<file path="src/rtl/tsi_pkg.sv">
package tsi_pkg;
  localparam int BYTE_W = 8;
  localparam logic [1:0] SEL_TEMP = 2'b00;
  localparam logic [1:0] SEL_CFG  = 2'b01;
  localparam logic [1:0] SEL_LO   = 2'b10;
  localparam logic [1:0] SEL_HI   = 2'b11;
  localparam logic [5:0] ADDR_STEM = 6'b100100;
  localparam logic [7:0] GC_LATCH = 8'h04;
  localparam logic [7:0] GC_RESET = 8'h06;

  typedef enum logic [2:0] {
    ST_IDLE,
    ST_RX,
    ST_RX_ACK,
    ST_TX,
    ST_TX_ACK
  } link_st_e;
endpackage

</file>
<file path="src/rtl/tsi_sync.sv">
module tsi_sync #(
  parameter int STAGES = 2
) (
  input  logic clk,
  input  logic rst,
  input  logic din,
  output logic q,
  output logic rise,
  output logic fall
);
  logic [STAGES-1:0] chain;
  logic              last;

  for (genvar i = 0; i < STAGES; i++) begin : g_stage
    if (i == 0) begin : g_first
      always_ff @(posedge clk) begin
        if (rst) chain[0] <= 1'b1;
        else     chain[0] <= din;
      end
    end else begin : g_next
      always_ff @(posedge clk) begin
        if (rst) chain[i] <= 1'b1;
        else     chain[i] <= chain[i-1];
      end
    end
  end

  always_ff @(posedge clk) begin
    if (rst) last <= 1'b1;
    else     last <= chain[STAGES-1];
  end

  assign q    = chain[STAGES-1];
  assign rise = q & ~last;
  assign fall = ~q & last;
endmodule

</file>
<file path="src/rtl/tsi_regs.sv">
module tsi_regs
  import tsi_pkg::*;
#(
  parameter int W = 12,
  parameter logic [W-1:0] LO_RESET = 12'h4B0,
  parameter logic [W-1:0] HI_RESET = 12'h500
) (
  input  logic              clk,
  input  logic              rst,
  input  logic              soft_rst,
  input  logic              wr_en,
  input  logic [1:0]        wr_sel,
  input  logic [BYTE_W-1:0] wr_hi,
  input  logic [W-BYTE_W-1:0] wr_lo,
  input  logic [W-1:0]      temp_i,
  input  logic [1:0]        rd_sel,
  output logic [BYTE_W-1:0] rd_msb,
  output logic [BYTE_W-1:0] rd_lsb,
  output logic [BYTE_W-1:0] cfg_o,
  output logic [W-1:0]      lo_o,
  output logic [W-1:0]      hi_o
);
  localparam int LO_W  = W - BYTE_W;
  localparam int PAD_W = 2*BYTE_W - W;

  logic [W-1:0] word;

  always_ff @(posedge clk) begin
    if (rst || soft_rst) begin
      cfg_o <= '0;
      lo_o  <= LO_RESET;
      hi_o  <= HI_RESET;
    end else if (wr_en) begin
      case (wr_sel)
        SEL_CFG: cfg_o <= wr_hi;
        SEL_LO:  lo_o  <= {wr_hi, wr_lo};
        SEL_HI:  hi_o  <= {wr_hi, wr_lo};
        default: ;
      endcase
    end
  end

  always_comb begin
    case (rd_sel)
      SEL_LO:  word = lo_o;
      SEL_HI:  word = hi_o;
      default: word = temp_i;
    endcase
    if (rd_sel == SEL_CFG) begin
      rd_msb = {1'b0, cfg_o[BYTE_W-2:0]};
      rd_lsb = {1'b0, cfg_o[BYTE_W-2:0]};
    end else begin
      rd_msb = word[W-1 -: BYTE_W];
      rd_lsb = {word[LO_W-1:0], {PAD_W{1'b0}}};
    end
  end
endmodule

</file>
<file path="src/rtl/tsi_link.sv">
module tsi_link
  import tsi_pkg::*;
#(
  parameter int TIMEOUT_CYCLES = 2_700_000,
  parameter int LO_W = 4
) (
  input  logic              clk,
  input  logic              rst,
  input  logic              scl,
  input  logic              sda,
  input  logic              scl_rise,
  input  logic              scl_fall,
  input  logic              sda_rise,
  input  logic              sda_fall,
  input  logic              addr_pin,
  input  logic [BYTE_W-1:0] rd_msb,
  input  logic [BYTE_W-1:0] rd_lsb,
  output logic [1:0]        rd_sel,
  output logic              wr_en,
  output logic [1:0]        wr_sel,
  output logic [BYTE_W-1:0] wr_hi,
  output logic [LO_W-1:0]   wr_lo,
  output logic              cfg_wr,
  output logic              rd_pulse,
  output logic              gc_rst,
  output logic              sda_oe,
  output logic              timeout
);
  localparam int TO_W = $clog2(TIMEOUT_CYCLES + 1);
  localparam logic [TO_W-1:0] TO_MAX = TO_W'(TIMEOUT_CYCLES);
  localparam logic [2:0] BIDX_MAX = 3'd4;

  link_st_e          st;
  logic [3:0]        bitcnt;
  logic [2:0]        bidx;
  logic [BYTE_W-1:0] rx_sr, tx_sr, lsb_hold, msb_hold;
  logic              lsb_next, is_rd, is_gc, a0_lat;
  logic [1:0]        ptr;
  logic [TO_W-1:0]   to_cnt;

  logic              start_ev, stop_ev, to_hit, addr_match;
  logic [BYTE_W-1:0] next_tx;

  assign start_ev   = scl & sda_fall;
  assign stop_ev    = scl & sda_rise;
  assign to_hit     = (st != ST_IDLE) && (to_cnt == TO_MAX);
  assign addr_match = (rx_sr[7:1] == {ADDR_STEM, a0_lat});
  assign next_tx    = lsb_next ? lsb_hold : rd_msb;
  assign rd_sel     = ptr;

  always_ff @(posedge clk) begin
    if (rst) begin
      st       <= ST_IDLE;
      bitcnt   <= '0;
      bidx     <= '0;
      rx_sr    <= '0;
      tx_sr    <= '0;
      lsb_hold <= '0;
      msb_hold <= '0;
      lsb_next <= 1'b0;
      is_rd    <= 1'b0;
      is_gc    <= 1'b0;
      a0_lat   <= addr_pin;
      ptr      <= SEL_TEMP;
      to_cnt   <= '0;
      sda_oe   <= 1'b0;
      wr_en    <= 1'b0;
      wr_sel   <= '0;
      wr_hi    <= '0;
      wr_lo    <= '0;
      cfg_wr   <= 1'b0;
      rd_pulse <= 1'b0;
      gc_rst   <= 1'b0;
      timeout  <= 1'b0;
    end else begin
      wr_en    <= 1'b0;
      cfg_wr   <= 1'b0;
      rd_pulse <= 1'b0;
      gc_rst   <= 1'b0;
      timeout  <= 1'b0;

      // stuck-line watchdog: cleared by clock activity or an idle bus
      if (st == ST_IDLE || scl_rise || scl_fall || (scl && sda))
        to_cnt <= '0;
      else if (to_cnt != TO_MAX)
        to_cnt <= to_cnt + 1'b1;

      if (start_ev) begin
        st     <= ST_RX;
        bitcnt <= '0;
        bidx   <= '0;
        is_gc  <= 1'b0;
        is_rd  <= 1'b0;
        sda_oe <= 1'b0;
        a0_lat <= addr_pin;
      end else if (stop_ev) begin
        st     <= ST_IDLE;
        sda_oe <= 1'b0;
      end else if (to_hit) begin
        st      <= ST_IDLE;
        sda_oe  <= 1'b0;
        timeout <= 1'b1;
        to_cnt  <= '0;
      end else begin
        case (st)
          ST_RX: begin
            if (scl_rise && bitcnt != 4'd8) begin
              rx_sr  <= {rx_sr[6:0], sda};
              bitcnt <= bitcnt + 4'd1;
            end else if (scl_fall && bitcnt == 4'd8) begin
              if (bidx != BIDX_MAX) bidx <= bidx + 3'd1;
              if (bidx == 3'd0) begin
                if (addr_match) begin
                  st       <= ST_RX_ACK;
                  sda_oe   <= 1'b1;
                  is_rd    <= rx_sr[0];
                  tx_sr    <= rd_msb;
                  lsb_hold <= rd_lsb;
                  lsb_next <= 1'b1;
                end else if (rx_sr == 8'h00) begin
                  st     <= ST_RX_ACK;
                  sda_oe <= 1'b1;
                  is_gc  <= 1'b1;
                end else begin
                  st <= ST_IDLE;
                end
              end else if (is_gc) begin
                if (bidx == 3'd1) begin
                  st     <= ST_RX_ACK;
                  sda_oe <= 1'b1;
                  if (rx_sr == GC_LATCH || rx_sr == GC_RESET) a0_lat <= addr_pin;
                  if (rx_sr == GC_RESET) begin
                    gc_rst <= 1'b1;
                    ptr    <= SEL_TEMP;
                  end
                end else begin
                  st <= ST_IDLE;
                end
              end else begin
                st     <= ST_RX_ACK;
                sda_oe <= 1'b1;
                if (bidx == 3'd1) begin
                  ptr <= rx_sr[1:0];
                end else if (bidx == 3'd2) begin
                  msb_hold <= rx_sr;
                  if (ptr == SEL_CFG) begin
                    wr_en  <= 1'b1;
                    wr_sel <= ptr;
                    wr_hi  <= rx_sr;
                    cfg_wr <= 1'b1;
                  end
                end else if (bidx == 3'd3 && (ptr == SEL_LO || ptr == SEL_HI)) begin
                  wr_en  <= 1'b1;
                  wr_sel <= ptr;
                  wr_hi  <= msb_hold;
                  wr_lo  <= rx_sr[7 -: LO_W];
                end
              end
            end
          end
          ST_RX_ACK: begin
            if (scl_fall) begin
              bitcnt <= '0;
              if (is_rd) begin
                st     <= ST_TX;
                sda_oe <= ~tx_sr[7];
              end else begin
                st     <= ST_RX;
                sda_oe <= 1'b0;
              end
            end
          end
          ST_TX: begin
            if (scl_fall) begin
              if (bitcnt == 4'd7) begin
                sda_oe   <= 1'b0;
                st       <= ST_TX_ACK;
                rd_pulse <= 1'b1;
              end else begin
                tx_sr  <= {tx_sr[6:0], 1'b0};
                sda_oe <= ~tx_sr[6];
                bitcnt <= bitcnt + 4'd1;
              end
            end
          end
          ST_TX_ACK: begin
            if (scl_rise && sda) begin
              st <= ST_IDLE;
            end else if (scl_fall) begin
              tx_sr    <= next_tx;
              sda_oe   <= ~next_tx[7];
              if (!lsb_next) lsb_hold <= rd_lsb;
              lsb_next <= ~lsb_next;
              bitcnt   <= '0;
              st       <= ST_TX;
            end
          end
          default: ;
        endcase
      end
    end
  end
endmodule

</file>
<file path="src/rtl/tsense_twi_slave.sv">
module tsense_twi_slave
  import tsi_pkg::*;
#(
  parameter int SYNC_STAGES    = 2,
  parameter int TIMEOUT_CYCLES = 2_700_000,
  parameter int TEMP_W         = 12,
  parameter logic [TEMP_W-1:0] LOW_RESET  = 12'h4B0,
  parameter logic [TEMP_W-1:0] HIGH_RESET = 12'h500
) (
  input  logic              clk,
  input  logic              rst,
  input  logic              scl_i,
  input  logic              sda_i,
  input  logic              addr_pin_i,
  input  logic [TEMP_W-1:0] temp_i,
  output logic              sda_oe_o,
  output logic [7:0]        cfg_o,
  output logic [TEMP_W-1:0] tlow_o,
  output logic [TEMP_W-1:0] thigh_o,
  output logic              cfg_wr_o,
  output logic              rd_pulse_o,
  output logic              gc_reset_o
);
  localparam int LO_W = TEMP_W - BYTE_W;

  logic scl_s, scl_r, scl_f;
  logic sda_s, sda_r, sda_f;
  logic [1:0] rd_sel, wr_sel;
  logic wr_en, bus_timeout;
  logic [BYTE_W-1:0] rd_msb, rd_lsb, wr_hi;
  logic [LO_W-1:0] wr_lo;

  tsi_sync #(.STAGES(SYNC_STAGES)) u_scl_sync (
    .clk(clk), .rst(rst), .din(scl_i), .q(scl_s), .rise(scl_r), .fall(scl_f)
  );

  tsi_sync #(.STAGES(SYNC_STAGES)) u_sda_sync (
    .clk(clk), .rst(rst), .din(sda_i), .q(sda_s), .rise(sda_r), .fall(sda_f)
  );

  tsi_link #(.TIMEOUT_CYCLES(TIMEOUT_CYCLES), .LO_W(LO_W)) u_link (
    .clk(clk), .rst(rst),
    .scl(scl_s), .sda(sda_s),
    .scl_rise(scl_r), .scl_fall(scl_f), .sda_rise(sda_r), .sda_fall(sda_f),
    .addr_pin(addr_pin_i),
    .rd_msb(rd_msb), .rd_lsb(rd_lsb), .rd_sel(rd_sel),
    .wr_en(wr_en), .wr_sel(wr_sel), .wr_hi(wr_hi), .wr_lo(wr_lo),
    .cfg_wr(cfg_wr_o), .rd_pulse(rd_pulse_o), .gc_rst(gc_reset_o),
    .sda_oe(sda_oe_o), .timeout(bus_timeout)
  );

  tsi_regs #(.W(TEMP_W), .LO_RESET(LOW_RESET), .HI_RESET(HIGH_RESET)) u_regs (
    .clk(clk), .rst(rst), .soft_rst(gc_reset_o),
    .wr_en(wr_en), .wr_sel(wr_sel), .wr_hi(wr_hi), .wr_lo(wr_lo),
    .temp_i(temp_i), .rd_sel(rd_sel),
    .rd_msb(rd_msb), .rd_lsb(rd_lsb),
    .cfg_o(cfg_o), .lo_o(tlow_o), .hi_o(thigh_o)
  );
endmodule

</file>
<file path="config.mk">
export PLATFORM = sky130hd
export DESIGN_NAME = tsense_twi_slave
export DESIGN_NICKNAME = d
export VERILOG_FILES = /design/src/rtl/tsi_pkg.sv /design/src/rtl/tsi_sync.sv /design/src/rtl/tsi_regs.sv /design/src/rtl/tsi_link.sv /design/src/rtl/tsense_twi_slave.sv
export SDC_FILE = /design/constraint.sdc
export NUM_CORES = 1
export LEC_CHECK = 0
export BUFFER_PORTS_ARGS = -buffer_cell sky130_fd_sc_hd__clkbuf_2
export CAP_MARGIN = 10
export CORE_AREA = 2 2 119 121
export DETAILED_ROUTE_END_ITERATION = 8
export DIE_AREA = 0 0 121 123
export PLACE_DENSITY_LB_ADDON = 0.1
export SYNTH_ARGS = -nofsm -noshare
export SYNTH_HDL_FRONTEND = slang
export SYNTH_HIERARCHICAL = 1
export SYNTH_SLANG_ARGS = --single-unit
</file>
<file path="constraint.sdc">
create_clock -name clk -period 3.3 [get_ports clk]
set_clock_uncertainty 0.2 [all_clocks]
set_input_delay 0.495 -clock clk [delete_from_list [all_inputs] [get_ports clk]]
set_output_delay 0.495 -clock clk [all_outputs]
set_load 0.02 [all_outputs]
</file>
==> metrics.yaml <==
outcome: "completed"
finalWorstPathRequiredPeriod_ps: 2760
path_max_fanout: 10
core.rowCount: 43
final_nets: 792
netlist_instances: 728
layout.filler_cells: 1243
hold_path_depth: 2
synth.cell_area_sq_um: 6600
clock_tree.root_cell: "clkbuf_16"
synthesis.area_per_instance_sq_um: 9.07
initial_utilization_pct: 48.5
drt_iter0_drc: 440
route.detailed.vias_per_inst: 5.93
max_slew.worst_pin.slew_ps: 761
dieHeight_um: 123
cts.reportedPaths.clkPinSlew_ps: 60
final_design_area_no_fill_sq_um: 7580
setup.worst_path.start_class: "flip-flop"
power_per_cell_area_nw_per_um2: 472
timing.final.hold_violations: 0
yosysWarnings: 6
grt_setup_unrepaired: "false"
track_usage_pct: 24.1
io_buffer_count: 52
r2r_end: "u_link/lsb_hold[4]"
timing.critical_path.max_delay_family: "simple AND/OR/NAND/NOR gates"
floorplan.die_area_sq_um: 14900
grt_antenna_before_repair: 0
cts_hold_buf: 0
report.final.setup_viol: 0
grt_pass1_vias: 5421
weighted_congestion_reported_at_the_end_of_routability_driven_placement: 0.902
cts-resized-gates: 0
total_number_of_vias: 5688
worst_setup_path_end_kind: "flip-flop"
drt-wirelength-per-cell_um: 17.9
hold_path_endpoint: "u_sda_sync/chain[0]"
reg2reg_slack_ps: 540
timing.max_cap.violations: 0
r2r_start: "u_scl_sync/q"
final.setup.tns_ps: 0
criticalPathCategory: "reg2reg"
design.portCount: 53
die_width_um: 121
worst-endpoint-required_ps: 3440
area_delta_synth_final_pct: 14.7
worst-path-buf-inv: 0
dpl.hpwl_um: 12200
fmax_mhz: 363
cts_sinks: 127
numCtsBuffers: 17
final_report_max_slew_violation_count: 0
power_leakage_nw: 2.63
hold_path_class: "in2reg"
critPathMaxStageDelay_ps: 610
postPlaceCellArea_sq_um: 6980
hold_slack_ps: 56.0
grt-ovfl-total: 0
maxSlewHeadroom_pct: 48.6
ant_nets: 0
timing.final.crit_share_pct: 83.6
critical_path_arrival_ps: 2900
dr.pass1.iters: 5
core_area_sq_um: 13600
detail_route.wirelength_um: 17200
timing.critical_path.cells: "and2b_1, nand4b_1, nor4b_4, o22ai_1, nor4_4, mux2i_1"
grt_start_max_net_pins: 55
slowest_stage: "nor4_4"
route.detailed.drc: 0
seq_area_sq_um: 2550
worst_skew_pair_later_pin_latency_ps: 420
hold_start: "sda_i"
antenna-diode-count: 0
grt_first_pass_wirelength_um: 27900
drive_gt1_share_pct: 15.4
postCtsSetupRepairBufs: 0
max-clock-path-buffers: 2
peak_vdd_ir_v: 0.000310
post-layout-total-power_w: 0.00358
postSynthNetCount: 754
rr_worst_depth: 6
multi_input_area_sq_um: 3760
clock_tree_from_tritoncts: "done"
htree_num_levels: 4
[layout make-up]
type                    count  share of cell area, %
inverters                  15                  0.743
clock inverters            10                   1.44
flip-flops and latches    127                   33.7
multi-input cells         537                   49.6
repair buffers             68                   5.19
clock buffers              22                   6.39
well taps                 180                   2.97
[power by group]
group | internal (W) | total, W | switching [W] | leakage (nW)
registers | 0.00155 | 0.00157 | 0.0000152 | 1.03
clock network | 0.00119 | 0.00186 | 0.000673 | 0.292
logic | 0.0000562 | 0.000152 | 0.0000954 | 1.31
[how the worst max path moves through the flow]
| stage | start | to | slack, ps | cells past startpoint |
|---|---|---|---|---|
| final | u_scl_sync/q | u_link/lsb_hold[4] | 540 | 6 |
| after global routing | u_scl_sync/q | u_link/lsb_hold[6] | 360 | 6 |
| after CTS | u_scl_sync/q | u_link/lsb_hold[4] | 540 | 6 |
| after detailed placement | u_scl_sync/q | u_link/lsb_hold[2] | 560 | 6 |
| after global placement | u_scl_sync/q | u_link/lsb_hold[2] | 650 | 6 |
| after floorplan | u_scl_sync/q | u_link/bitcnt[2] | 740 | 7 |
[sequential cells by signal, indices dropped and copies added (netlist names), 8 cells and up]
register and cells:
u_link/tx_sr 8, u_regs/lo_o 12, u_regs/hi_o 12, u_link/to_cnt 22, u_link/rx_sr 8, u_regs/cfg_o 8
u_link/wr_hi 8, u_link/msb_hold 8, u_link/lsb_hold 8
[layout by cell type (no fill, tap or decap), types with 5 or more instances in the layout]
master	instances
nor2_1	43
inv_1	15
nand2_1	51
nor3b_1	6
a211oi_1	11
a311oi_1	8
mux4_1	6
and3_1	7
a21oi_1	48
ha_1	9
clkinv_2	5
xnor2_1	14
nand3b_1	9
nor3_1	21
a31oi_1	9
nor4_1	9
or2_1	6
nor2b_1	9
nand3_1	49
or3b_1	33
or4_1	6
o21ai_1	20
xor2_1	9
buf_4	15
clkbuf_16	17
a22oi_1	7
o21ai_0	17
nand4_1	9
dfxtp_1	126
mux2i_1	56
and2_1	7
clkbuf_2	52
[through the flow]
stage          std cells  setup WS (ps)  util [%]
2_1_floorplan        728            735         -
3_3_place_gp         927            646      51.3
3_5_place_dp         927            565      51.3
4_1_cts              959            544      55.7
5_1_grt              959            356      55.7
6_report             959            543      55.7
[metal layers]
metal | track usage, % | vias up | wire [um]
met1 | 32.2 | 2772 | 8040
met3 | 5.03 | 24 | 643
met2 | 38.3 | 131 | 8170
met5 | 0 | - | 0
li1 | - | 2761 | -
met4 | 9.08 | 0 | 316
No activity file was read; power rests on OpenSTA's default activity.
